==> src/rtl/flseq_pkg.sv <==
package flseq_pkg;

  typedef enum logic [3:0] {
    S_IDLE,
    S_FETCH,
    S_P_SETUP,
    S_P_DATA,
    S_P_WAIT,
    S_P_VCMD,
    S_P_VWAIT,
    S_P_READ,
    S_E_SETUP,
    S_E_CMD,
    S_E_WAIT,
    S_E_VCMD,
    S_E_VWAIT,
    S_E_READ,
    S_RDCMD,
    S_DONE
  } seq_state_t;

  localparam logic [7:0] CMD_READ_ARRAY  = 8'h00;
  localparam logic [7:0] CMD_ERASE_SETUP = 8'h20;
  localparam logic [7:0] CMD_ERASE_GO    = 8'h20;
  localparam logic [7:0] CMD_ERASE_VFY   = 8'hA0;
  localparam logic [7:0] CMD_PROG_SETUP  = 8'h40;
  localparam logic [7:0] CMD_PROG_VFY    = 8'hC0;
  localparam logic [7:0] BYTE_ERASED     = 8'hFF;
  localparam logic [7:0] BYTE_ZERO       = 8'h00;

endpackage

==> src/rtl/flseq_wait_timer.sv <==
module flseq_wait_timer #(
  parameter int CW = 8
) (
  input  logic          clk,
  input  logic          rst_n,
  input  logic          load,
  input  logic [CW-1:0] load_val,
  output logic          expired
);
  logic [CW-1:0] cnt_q;

  always_ff @(posedge clk or negedge rst_n) begin
    if (!rst_n)            cnt_q <= '0;
    else if (load)         cnt_q <= load_val;
    else if (cnt_q != '0)  cnt_q <= cnt_q - 1'b1;
  end

  assign expired = (cnt_q == '0);
endmodule

==> src/rtl/flseq_pulse_ctr.sv <==
module flseq_pulse_ctr #(
  parameter int CW = 10
) (
  input  logic          clk,
  input  logic          rst_n,
  input  logic          clear,
  input  logic          bump,
  output logic [CW-1:0] count
);
  always_ff @(posedge clk or negedge rst_n) begin
    if (!rst_n)     count <= '0;
    else if (clear) count <= '0;
    else if (bump)  count <= count + 1'b1;
  end
endmodule

==> src/rtl/flseq_addr_walk.sv <==
module flseq_addr_walk #(
  parameter int AW = 18
) (
  input  logic          clk,
  input  logic          rst_n,
  input  logic          load,
  input  logic [AW-1:0] base,
  input  logic [AW-1:0] span_m1,
  input  logic          rewind,
  input  logic          step,
  output logic [AW-1:0] cur,
  output logic          last
);
  logic [AW-1:0] base_q, span_q, left_q;

  always_ff @(posedge clk or negedge rst_n) begin
    if (!rst_n) begin
      base_q <= '0;
      span_q <= '0;
      cur    <= '0;
      left_q <= '0;
    end else if (load) begin
      base_q <= base;
      span_q <= span_m1;
      cur    <= base;
      left_q <= span_m1;
    end else if (rewind) begin
      cur    <= base_q;
      left_q <= span_q;
    end else if (step) begin
      cur    <= cur + 1'b1;
      left_q <= left_q - 1'b1;
    end
  end

  assign last = (left_q == '0);
endmodule

==> src/rtl/flash_pe_seq.sv <==
module flash_pe_seq
  import flseq_pkg::*;
#(
  parameter int ADDR_W      = 18,
  parameter int T_PROG_CYC  = 500,
  parameter int T_ERASE_CYC = 500000,
  parameter int T_VFY_CYC   = 300,
  parameter int PROG_MAX    = 25,
  parameter int ERASE_MAX   = 1000
) (
  input  logic              clk,
  input  logic              rst_n,
  input  logic              prog_start,
  input  logic              erase_start,
  input  logic [ADDR_W-1:0] op_addr,
  input  logic [ADDR_W-1:0] op_count_m1,
  input  logic              wr_valid,
  output logic              wr_ready,
  input  logic [7:0]        wr_data,
  output logic [ADDR_W-1:0] fl_addr,
  output logic [7:0]        fl_wdata,
  output logic              fl_we,
  output logic              fl_re,
  input  logic [7:0]        fl_rdata,
  output logic              vpp_en,
  output logic              busy,
  output logic              done,
  output logic              pass,
  output logic [ADDR_W-1:0] fail_addr
);
  localparam int TMAX0 = (T_ERASE_CYC > T_PROG_CYC) ? T_ERASE_CYC : T_PROG_CYC;
  localparam int TMAX  = (TMAX0 > T_VFY_CYC) ? TMAX0 : T_VFY_CYC;
  localparam int TCW   = $clog2(TMAX + 1);
  localparam int PMAX  = (ERASE_MAX > PROG_MAX) ? ERASE_MAX : PROG_MAX;
  localparam int PCW   = $clog2(PMAX + 1);

  localparam logic [TCW-1:0] LD_PROG  = TCW'(T_PROG_CYC - 1);
  localparam logic [TCW-1:0] LD_ERASE = TCW'(T_ERASE_CYC - 1);
  localparam logic [TCW-1:0] LD_VFY   = TCW'(T_VFY_CYC - 1);
  localparam logic [PCW-1:0] PROG_LIM  = PCW'(PROG_MAX);
  localparam logic [PCW-1:0] ERASE_LIM = PCW'(ERASE_MAX);

  seq_state_t st, nxt;
  logic        t_load, t_exp;
  logic [TCW-1:0] t_val;
  logic        p_clr, p_bump;
  logic [PCW-1:0] pulse_count;
  logic        a_load, a_rew, a_step, a_last;
  logic [ADDR_W-1:0] a_cur;
  logic        pre_q, vpp_q, pass_q, give_up;
  logic [7:0]  data_q;
  logic [ADDR_W-1:0] fail_q;
  logic        prog_ok, erase_ok;

  flseq_wait_timer #(.CW(TCW)) u_timer (
    .clk(clk), .rst_n(rst_n), .load(t_load), .load_val(t_val), .expired(t_exp)
  );

  flseq_pulse_ctr #(.CW(PCW)) u_pulses (
    .clk(clk), .rst_n(rst_n), .clear(p_clr), .bump(p_bump), .count(pulse_count)
  );

  flseq_addr_walk #(.AW(ADDR_W)) u_addr (
    .clk(clk), .rst_n(rst_n), .load(a_load), .base(op_addr), .span_m1(op_count_m1),
    .rewind(a_rew), .step(a_step), .cur(a_cur), .last(a_last)
  );

  assign prog_ok  = (fl_rdata == data_q);
  assign erase_ok = (fl_rdata == BYTE_ERASED);

  always_comb begin
    nxt     = st;
    t_load  = 1'b0;
    t_val   = '0;
    p_clr   = 1'b0;
    p_bump  = 1'b0;
    a_load  = 1'b0;
    a_rew   = 1'b0;
    a_step  = 1'b0;
    give_up = 1'b0;
    case (st)
      S_IDLE: begin
        if (prog_start) begin
          nxt = S_FETCH; a_load = 1'b1; p_clr = 1'b1;
        end else if (erase_start) begin
          nxt = S_P_SETUP; a_load = 1'b1; p_clr = 1'b1;
        end
      end
      S_FETCH:   if (wr_valid) nxt = S_P_SETUP;
      S_P_SETUP: nxt = S_P_DATA;
      S_P_DATA: begin
        nxt = S_P_WAIT; t_load = 1'b1; t_val = LD_PROG; p_bump = 1'b1;
      end
      S_P_WAIT:  if (t_exp) nxt = S_P_VCMD;
      S_P_VCMD: begin
        nxt = S_P_VWAIT; t_load = 1'b1; t_val = LD_VFY;
      end
      S_P_VWAIT: if (t_exp) nxt = S_P_READ;
      S_P_READ: begin
        if (prog_ok) begin
          p_clr = 1'b1;
          if (a_last) begin
            if (pre_q) begin nxt = S_E_SETUP; a_rew = 1'b1; end
            else nxt = S_RDCMD;
          end else begin
            a_step = 1'b1;
            nxt    = pre_q ? S_P_SETUP : S_FETCH;
          end
        end else if (pulse_count >= PROG_LIM) begin
          give_up = 1'b1; nxt = S_RDCMD;
        end else begin
          nxt = S_P_SETUP;
        end
      end
      S_E_SETUP: nxt = S_E_CMD;
      S_E_CMD: begin
        nxt = S_E_WAIT; t_load = 1'b1; t_val = LD_ERASE; p_bump = 1'b1;
      end
      S_E_WAIT:  if (t_exp) nxt = S_E_VCMD;
      S_E_VCMD: begin
        nxt = S_E_VWAIT; t_load = 1'b1; t_val = LD_VFY;
      end
      S_E_VWAIT: if (t_exp) nxt = S_E_READ;
      S_E_READ: begin
        if (erase_ok) begin
          p_clr = 1'b1;
          if (a_last) nxt = S_RDCMD;
          else begin a_step = 1'b1; nxt = S_E_VCMD; end
        end else if (pulse_count >= ERASE_LIM) begin
          give_up = 1'b1; nxt = S_RDCMD;
        end else begin
          nxt = S_E_SETUP;
        end
      end
      S_RDCMD: nxt = S_DONE;
      S_DONE:  nxt = S_IDLE;
      default: nxt = S_IDLE;
    endcase
  end

  always_ff @(posedge clk or negedge rst_n) begin
    if (!rst_n) begin
      st     <= S_IDLE;
      pre_q  <= 1'b0;
      vpp_q  <= 1'b0;
      pass_q <= 1'b0;
      data_q <= '0;
      fail_q <= '0;
    end else begin
      st <= nxt;
      if (st == S_IDLE && (prog_start || erase_start)) begin
        vpp_q  <= 1'b1;
        pass_q <= 1'b1;
        fail_q <= '0;
        pre_q  <= !prog_start;
        data_q <= BYTE_ZERO;
      end
      if (st == S_FETCH && wr_valid) data_q <= wr_data;
      if (st == S_P_READ && nxt == S_E_SETUP) pre_q <= 1'b0;
      if (give_up) begin
        pass_q <= 1'b0;
        fail_q <= a_cur;
      end
      if (st == S_RDCMD) vpp_q <= 1'b0;
    end
  end

  always_comb begin
    fl_we    = 1'b1;
    fl_wdata = CMD_READ_ARRAY;
    case (st)
      S_P_SETUP: fl_wdata = CMD_PROG_SETUP;
      S_P_DATA:  fl_wdata = data_q;
      S_P_VCMD:  fl_wdata = CMD_PROG_VFY;
      S_E_SETUP: fl_wdata = CMD_ERASE_SETUP;
      S_E_CMD:   fl_wdata = CMD_ERASE_GO;
      S_E_VCMD:  fl_wdata = CMD_ERASE_VFY;
      S_RDCMD:   fl_wdata = CMD_READ_ARRAY;
      default:   fl_we    = 1'b0;
    endcase
  end

  assign fl_addr   = a_cur;
  assign fl_re     = (st == S_P_READ) || (st == S_E_READ);
  assign wr_ready  = (st == S_FETCH);
  assign vpp_en    = vpp_q;
  assign busy      = (st != S_IDLE) && (st != S_DONE);
  assign done      = (st == S_DONE);
  assign pass      = pass_q;
  assign fail_addr = fail_q;
endmodule

==> config.mk <==
export PLATFORM = sky130hd
export DESIGN_NAME = flash_pe_seq
export DESIGN_NICKNAME = d
export VERILOG_FILES = /design/src/rtl/flseq_pkg.sv /design/src/rtl/flseq_wait_timer.sv /design/src/rtl/flseq_pulse_ctr.sv /design/src/rtl/flseq_addr_walk.sv /design/src/rtl/flash_pe_seq.sv
export SDC_FILE = /design/constraint.sdc
export NUM_CORES = 1
export LEC_CHECK = 0
export CORE_MARGIN = 5
export CORE_UTILIZATION = 59
export CTS_CLUSTER_SIZE = 10
export DETAILED_ROUTE_END_ITERATION = 6
export DONT_BUFFER_PORTS = 1
export MAX_ROUTING_LAYER = met4
export PLACE_DENSITY = 0.72
export SKIP_CTS_REPAIR_TIMING = 1
export SYNTH_ARGS = -nofsm -noshare
export SYNTH_HDL_FRONTEND = slang
export SYNTH_SLANG_ARGS = --single-unit
==> constraint.sdc <==
create_clock -name clk -period 8 [get_ports clk]
set_input_delay 0 -clock clk [delete_from_list [all_inputs] [get_ports clk]]
set_output_delay 0 -clock clk [all_outputs]
set_load 0.02 [all_outputs]
Yosys cells after proc, flatten, opt, wreduce, memory -nomap -nowiden
Cells that the tools add are included.
{"block": "totals", "register_bits": 134, "in_bits": 57}
{"block": "op_classes", "n_addsub": 4, "order_cmp": 2, "n_eq_ne": 19, "muxes": 59, "n_reduce_logical": 24}
{"operator": "$mux 18", "n": 8}
{"operator": "$pmux 4 s16", "n": 1}
{"operator": "$pmux 19 s3", "n": 1}
{"operator": "$mux 4", "n": 11}
{"operator": "$pmux 8 s5", "n": 1}
{"operator": "$mux 19", "n": 2}
{"operator": "$eq 4x4->1 const B", "n": 9}
{"operator": "$mux 1", "n": 24}
{"operator": "$mux 10", "n": 2}
{"operator": "$logic_not 19->1", "n": 1}
{"operator": "$reduce_bool 19->1", "n": 1}
{"operator": "$sub 19x1->19 const B", "n": 1}
{"operator": "$add 18x1->18 const B", "n": 1}
{"operator": "$logic_not 18->1", "n": 1}
{"operator": "$sub 18x1->18 const B", "n": 1}
{"operator": "$eq 4x3->1 const B", "n": 4}
{"operator": "$mux 8", "n": 2}
{"operator": "$reduce_bool 2->1", "n": 6}
{"operator": "$add 10x1->10 const B", "n": 1}
{"operator": "$ge 10x10->1 const B", "n": 1}
{"operator": "$ge 10x5->1 const B", "n": 1}
{"operator": "$mux 3", "n": 3}
{"operator": "$eq 4x2->1 const B", "n": 2}
{"operator": "$eq 8x8->1", "n": 1}
{"operator": "15 further kinds", "n": 22}

Logic depth before layout (Yosys ltp)
{"block": "logic_depth", "depth_word": 7, "ltp_mapped": 14, "mapped_depth_nobuf": 12}

By module
From an unflattened synthesis, not the netlist that was laid out.
{"block": "unflattened", "cells_unflattened": 804, "hier_area_um2": 7569.8}
{"module": "flseq_addr_walk", "instances": 1, "cells_per_inst": 418, "area_per_inst_um2": 4030.1}
{"module": "flash_pe_seq", "instances": 1, "cells_per_inst": 229, "area_per_inst_um2": 1984.4}
{"module": "flseq_wait_timer", "instances": 1, "cells_per_inst": 110, "area_per_inst_um2": 1059.8}
{"module": "flseq_pulse_ctr", "instances": 1, "cells_per_inst": 47, "area_per_inst_um2": 495.5}

Worst setup path after synthesis
No wires, ideal clock.
{"block": "synth_timing", "kind": "reg-to-reg", "startpoint": "reg u_addr.left_q[0]", "endpoint": "reg u_addr.cur[1]", "t_arrival_ns": 3.187, "path_slack_ns": 4.686, "path_stages_with_launch": 13, "path_buffers": 1, "period_less_slack_ns": 3.314, "cell_sequence": "dfrtp_1 inv_1 ha_1 nor3b_1 nand3_1 or3_4 clkinv_2 ha_1 nand4_1 or3_1 a32oi_1 buf_2 mux2_1"}
{"block": "synth_via", "elab_chain_len": 6, "word_cells_on_any_way": 11, "classes_between": "mux (9); reduce/logical (2)"}
{"element": "start: declaration", "line_no": "flseq_addr_walk.sv:14", "rtl": "logic [AW-1:0] base_q, span_q, left_q;"}
{"element": "start signal: assignment", "line_no": "flseq_addr_walk.sv:26", "rtl": "left_q <= span_m1;"}
{"element": "start signal: assignment", "line_no": "flseq_addr_walk.sv:29", "rtl": "left_q <= span_q;"}
{"element": "start signal: assignment", "line_no": "flseq_addr_walk.sv:32", "rtl": "left_q <= left_q - 1'b1;"}
{"element": "$logic_not 18->1 (*)", "line_no": "flseq_addr_walk.sv:36", "rtl": "assign last = (left_q == '0);"}
{"element": "$mux 1", "line_no": "flash_pe_seq.sv:102", "rtl": "if (a_last) begin"}
{"element": "$mux 1", "line_no": "flash_pe_seq.sv:100", "rtl": "if (prog_ok) begin"}
{"element": "$mux 1", "line_no": "flash_pe_seq.sv:81", "rtl": "case (st)"}
{"element": "$mux 18", "line_no": "flseq_addr_walk.sv:27", "rtl": "end else if (rewind) begin"}
{"element": "$mux 18", "line_no": "flseq_addr_walk.sv:22", "rtl": "end else if (load) begin"}
{"element": "end signal: assignment", "line_no": "flseq_addr_walk.sv:25", "rtl": "cur <= base;"}
{"element": "end signal: assignment", "line_no": "flseq_addr_walk.sv:28", "rtl": "cur <= base_q;"}
{"element": "end signal: assignment", "line_no": "flseq_addr_walk.sv:31", "rtl": "cur <= cur + 1'b1;"}
{"element": "end: declaration", "line_no": "flseq_addr_walk.sv:11", "rtl": "output logic [AW-1:0] cur,"}
Every way passes the cells marked *; elsewhere a longest branch is shown, timed or not.
A chain may end at the register's enable or synchronous reset.

Final worst setup path
{"block": "layout_timing", "startpoint": "reg u_addr.left_q[0]", "endpoint": "reg u_addr.left_q[12]"}
{"block": "layout_via", "elab_chain_len": 6, "word_cells_on_any_way": 13, "classes_between": "add/sub (1); mux (10); reduce/logical (2)"}
{"element": "branches (longest 6 deep; another with $sub 18x1->18)"}
Several ways; the timed one is not identified. The select of a mux whose other input is x is not followed.

==> impl_metrics.toml <==
[critical_path]
end_kind = "flop"
worstSetupPathType = "flop to flop"
r2r_end = "u_addr.left_q[12]"
reg2reg_slack_ns = 3.78
crit_fanout = 49
reg2reg_depth = 13
critPathArrivalTime_ns = 4.47
start_kind = "flop"
r2r_start = "u_addr.left_q[0]"
crit_required_ns = 8.25

[power]
sw_frac_of_total_pct = 39.8
internal-power_w = 0.00199
leakagePower_nw = 3.71
ir_drop_mv = 0.184
pwr-share-clk_pct = 25.4
power_density_mw_per_mm2 = 386
pwr-share-comb_pct = 31.9
fin_total_pwr_w = 0.00330
power.switching_w = 0.00131
p_seq_share_pct = 42.7

[routing]
first_iter_violations = 625
vias_per_cell = 6.06
drt_first_pass_iters = 6
wire_per_inst_um = 17.7
vias = 6287
ant_nets = 0
finalWirelength_um = 18400
drc_errors = 0

[sta]
tightestPinTransition_ns = 1.17
clock.fmax_mhz = 237
setup_violations = 0
maxSlewHeadroom_pct = 22.2
setup_ws_ns = 3.78
hold_viol_final = 0
fin_crit_sh_pct = 52.8
period_minus_slack_ns = 4.22
clock_skew_ns = 0.00846
drv_slew = 0
setup_tns_ns = 0
grt_setup_unrepaired = "no"

[clock_tree]
cts-root-buf = "clkbuf_16"
clk_latency_ns = 0.42
clockBufferDepth = 2
htreeDepth = 4
cts_tree = "yes"
numCtsBuffers = 17
cts.sinks = 134
path_clk_slew_ns = 0.05

[place]
io_buffers = 0
place_ws_ns = 3.77
gp_congestion = 0.912
dp_hpwl_um = 12200

[finish]
layout_commonest_cell = "nand2_1"
fillers = 934
area_growth_pct = 17.4
final_cell_mix = "nand2_1 (181), dfrtp_1 (134), nor2_1 (75)"
fin_nets = 924
drive_gt1_share_pct = 5.75
multiInputGateArea_mm2 = 0.00366
seq_area_mm2 = 0.00335
antenna_cells = 0

[grt]
grt_first_pass_wirelength_um = 29700
grt_start_max_net_pins = 135
grt_usage_pct = 26.0
antenna_found_initial = 0
grt_pass1_vias = 6023
grt_overflow = 0

[synthesis]
ys_seq_area_share_pct = 46.1
ys.flop_type = "dfrtp_1"
yosys_warnings = 0
synth_edf_count = 0
syn_nets = 889
synth-async-reset-ratio_pct = 100
ys_seq_elements = 134
ys_types = 63
yosysTopAreaCell = "dfrtp_1"
syn_area_mm2 = 0.00728
yosysTopAreaCellShare_pct = 46.1
syn_inst = 823
synth_area_per_cell_um2 = 8.84
yosys-top-cells-area = "dfrtp_1 (46%), nand2_1 (9.3%), xnor2_1 (4.1%)"

[floorplanning]
fp.dieH_um = 121
die-area_mm2 = 0.0147
rows = 40
coreArea_mm2 = 0.0121
fp.dieW_um = 121
io_pins = 108
start_util_pct = 60.3

[hold_path]
whs_path_depth = 2
hold_path_class = "input port to flop"
holdPathEnd = "data_q[0]"
min_from = "wr_valid"

[flow_run]
max_cap_viol_count = 0

[outcome]
outcome = "completed"
==> power groups by stage <==
stage	clock, W	combinational (W)	sequential, W
2_1_floorplan	0	0.000870	0.00128
3_3_place_gp	0	0.000965	0.00140
3_5_place_dp	0	0.00101	0.00141
4_1_cts	0.000851	0.00102	0.00140
5_1_grt	0.000883	0.00119	0.00145
6_report	0.000839	0.00105	0.00141
==> worst max-delay path: stages, from the launching register on <==
cell and delay, ns:
dfrtp_1 0.41, inv_1 0.10, ha_1 0.18, nor3b_1 0.40, nand3_1 0.32, or3_4 0.48, clkinv_2 0.11, ha_1 0.16
nand4_1 0.15, or3_1 0.35, buf_4 0.28, a32o_1 0.69, o21ai_0 0.32, o31ai_1 0.10
==> worst max-delay path by stage <==
| stage | start | to | depth (start not counted) |
|---|---|---|---|
| CTS | u_addr.left_q[0] | u_addr.cur[4] | 13 |
| global placement | u_addr.left_q[0] | u_addr.left_q[12] | 13 |
| floorplan | u_addr.left_q[0] | u_addr.cur[1] | 12 |
| global route | u_addr.left_q[0] | u_addr.left_q[0] | 13 |
| finish | u_addr.left_q[0] | u_addr.left_q[12] | 13 |
| detailed placement | u_addr.left_q[0] | u_addr.cur[4] | 13 |
==> per-stage QoR <==
stage,cell area [um^2],instances,hold slack [ns],util (%)
floorplan,7280,823,-0.296,-
global placement,7370,954,-0.290,61.1
detailed placement,7370,954,-0.291,61.1
CTS,8000,984,-0.743,66.3
global route,8540,1037,0.127,70.8
finish,8540,1037,0.0995,70.8
==> synthesized netlist by cell type (3+ instances only) <==
cell type and count:
xnor2_1 34, buf_1 7, clkbuf_1 27, a22oi_1 4, o31ai_1 3, nor4_1 11
o211ai_1 5, nand2b_1 3, or4_1 4, o22ai_1 6, a211oi_1 17, o21a_1 4
and4_1 3, nor3_1 23, xor2_1 19, a2bb2oi_1 7, or3_1 10, o21ai_0 35
nand3_1 14, o2bb2ai_1 6, inv_1 27, nor3b_1 3, o31a_1 7, nand4_1 14
and2_1 10, nor2_1 75, mux2i_1 22, and3_1 3, a31oi_1 9, nand2_1 181
buf_2 7, a21oi_1 27, a22o_1 10, ha_1 9, dfrtp_1 134, o22a_1 8
==> logic make-up (layout without fill, tap and decap cells) <==
logic type / after synthesis / in the layout / synth area share (%)
xor+xnor: 53 / 53 / 6.38
compound gates: 161 / 161 / 15.1
simple gates: 373 / 373 / 23.8
buf+inv: 70 / 116 / 3.85
mux: 23 / 23 / 3.18
fa+ha+maj: 9 / 9 / 1.55
flops: 134 / 134 / 46.1
==> metal layers <==
metal,routed length (um),up-vias,share of wire (%),GRT usage [%]
li1,-,2939,-,-
met1,7720,3069,42,32.3
met2,8880,243,48,40.6
met3,1350,36,7.3,7.09
met4,414,0,2.3,10.3
met5,0,-,0,-
==> area by class of cell <==
type                    instances  share of cell area (%)
inverters                      28                    1.24
clock buffers                  20                    5.23
repair buffers                 58                    6.85
clock inverters                10                    2.09
flip-flops and latches        134                    39.2
well taps                     168                    2.46
multi-input cells             619                    42.9
==> state kept, by name, indices dropped and copies added (netlist names) <==
| register | cells |
|---|---|
| u_addr.span_q | 18 |
| u_pulses.count | 10 |
| pass | 1 |
| fail_addr | 18 |
| u_timer.cnt_q | 19 |
| u_addr.left_q | 18 |
| u_addr.base_q | 18 |
| vpp_en | 1 |
| data_q | 8 |
| u_addr.cur | 18 |
| st | 4 |
| pre_q | 1 |
Power figures use the tool's default switching activity.
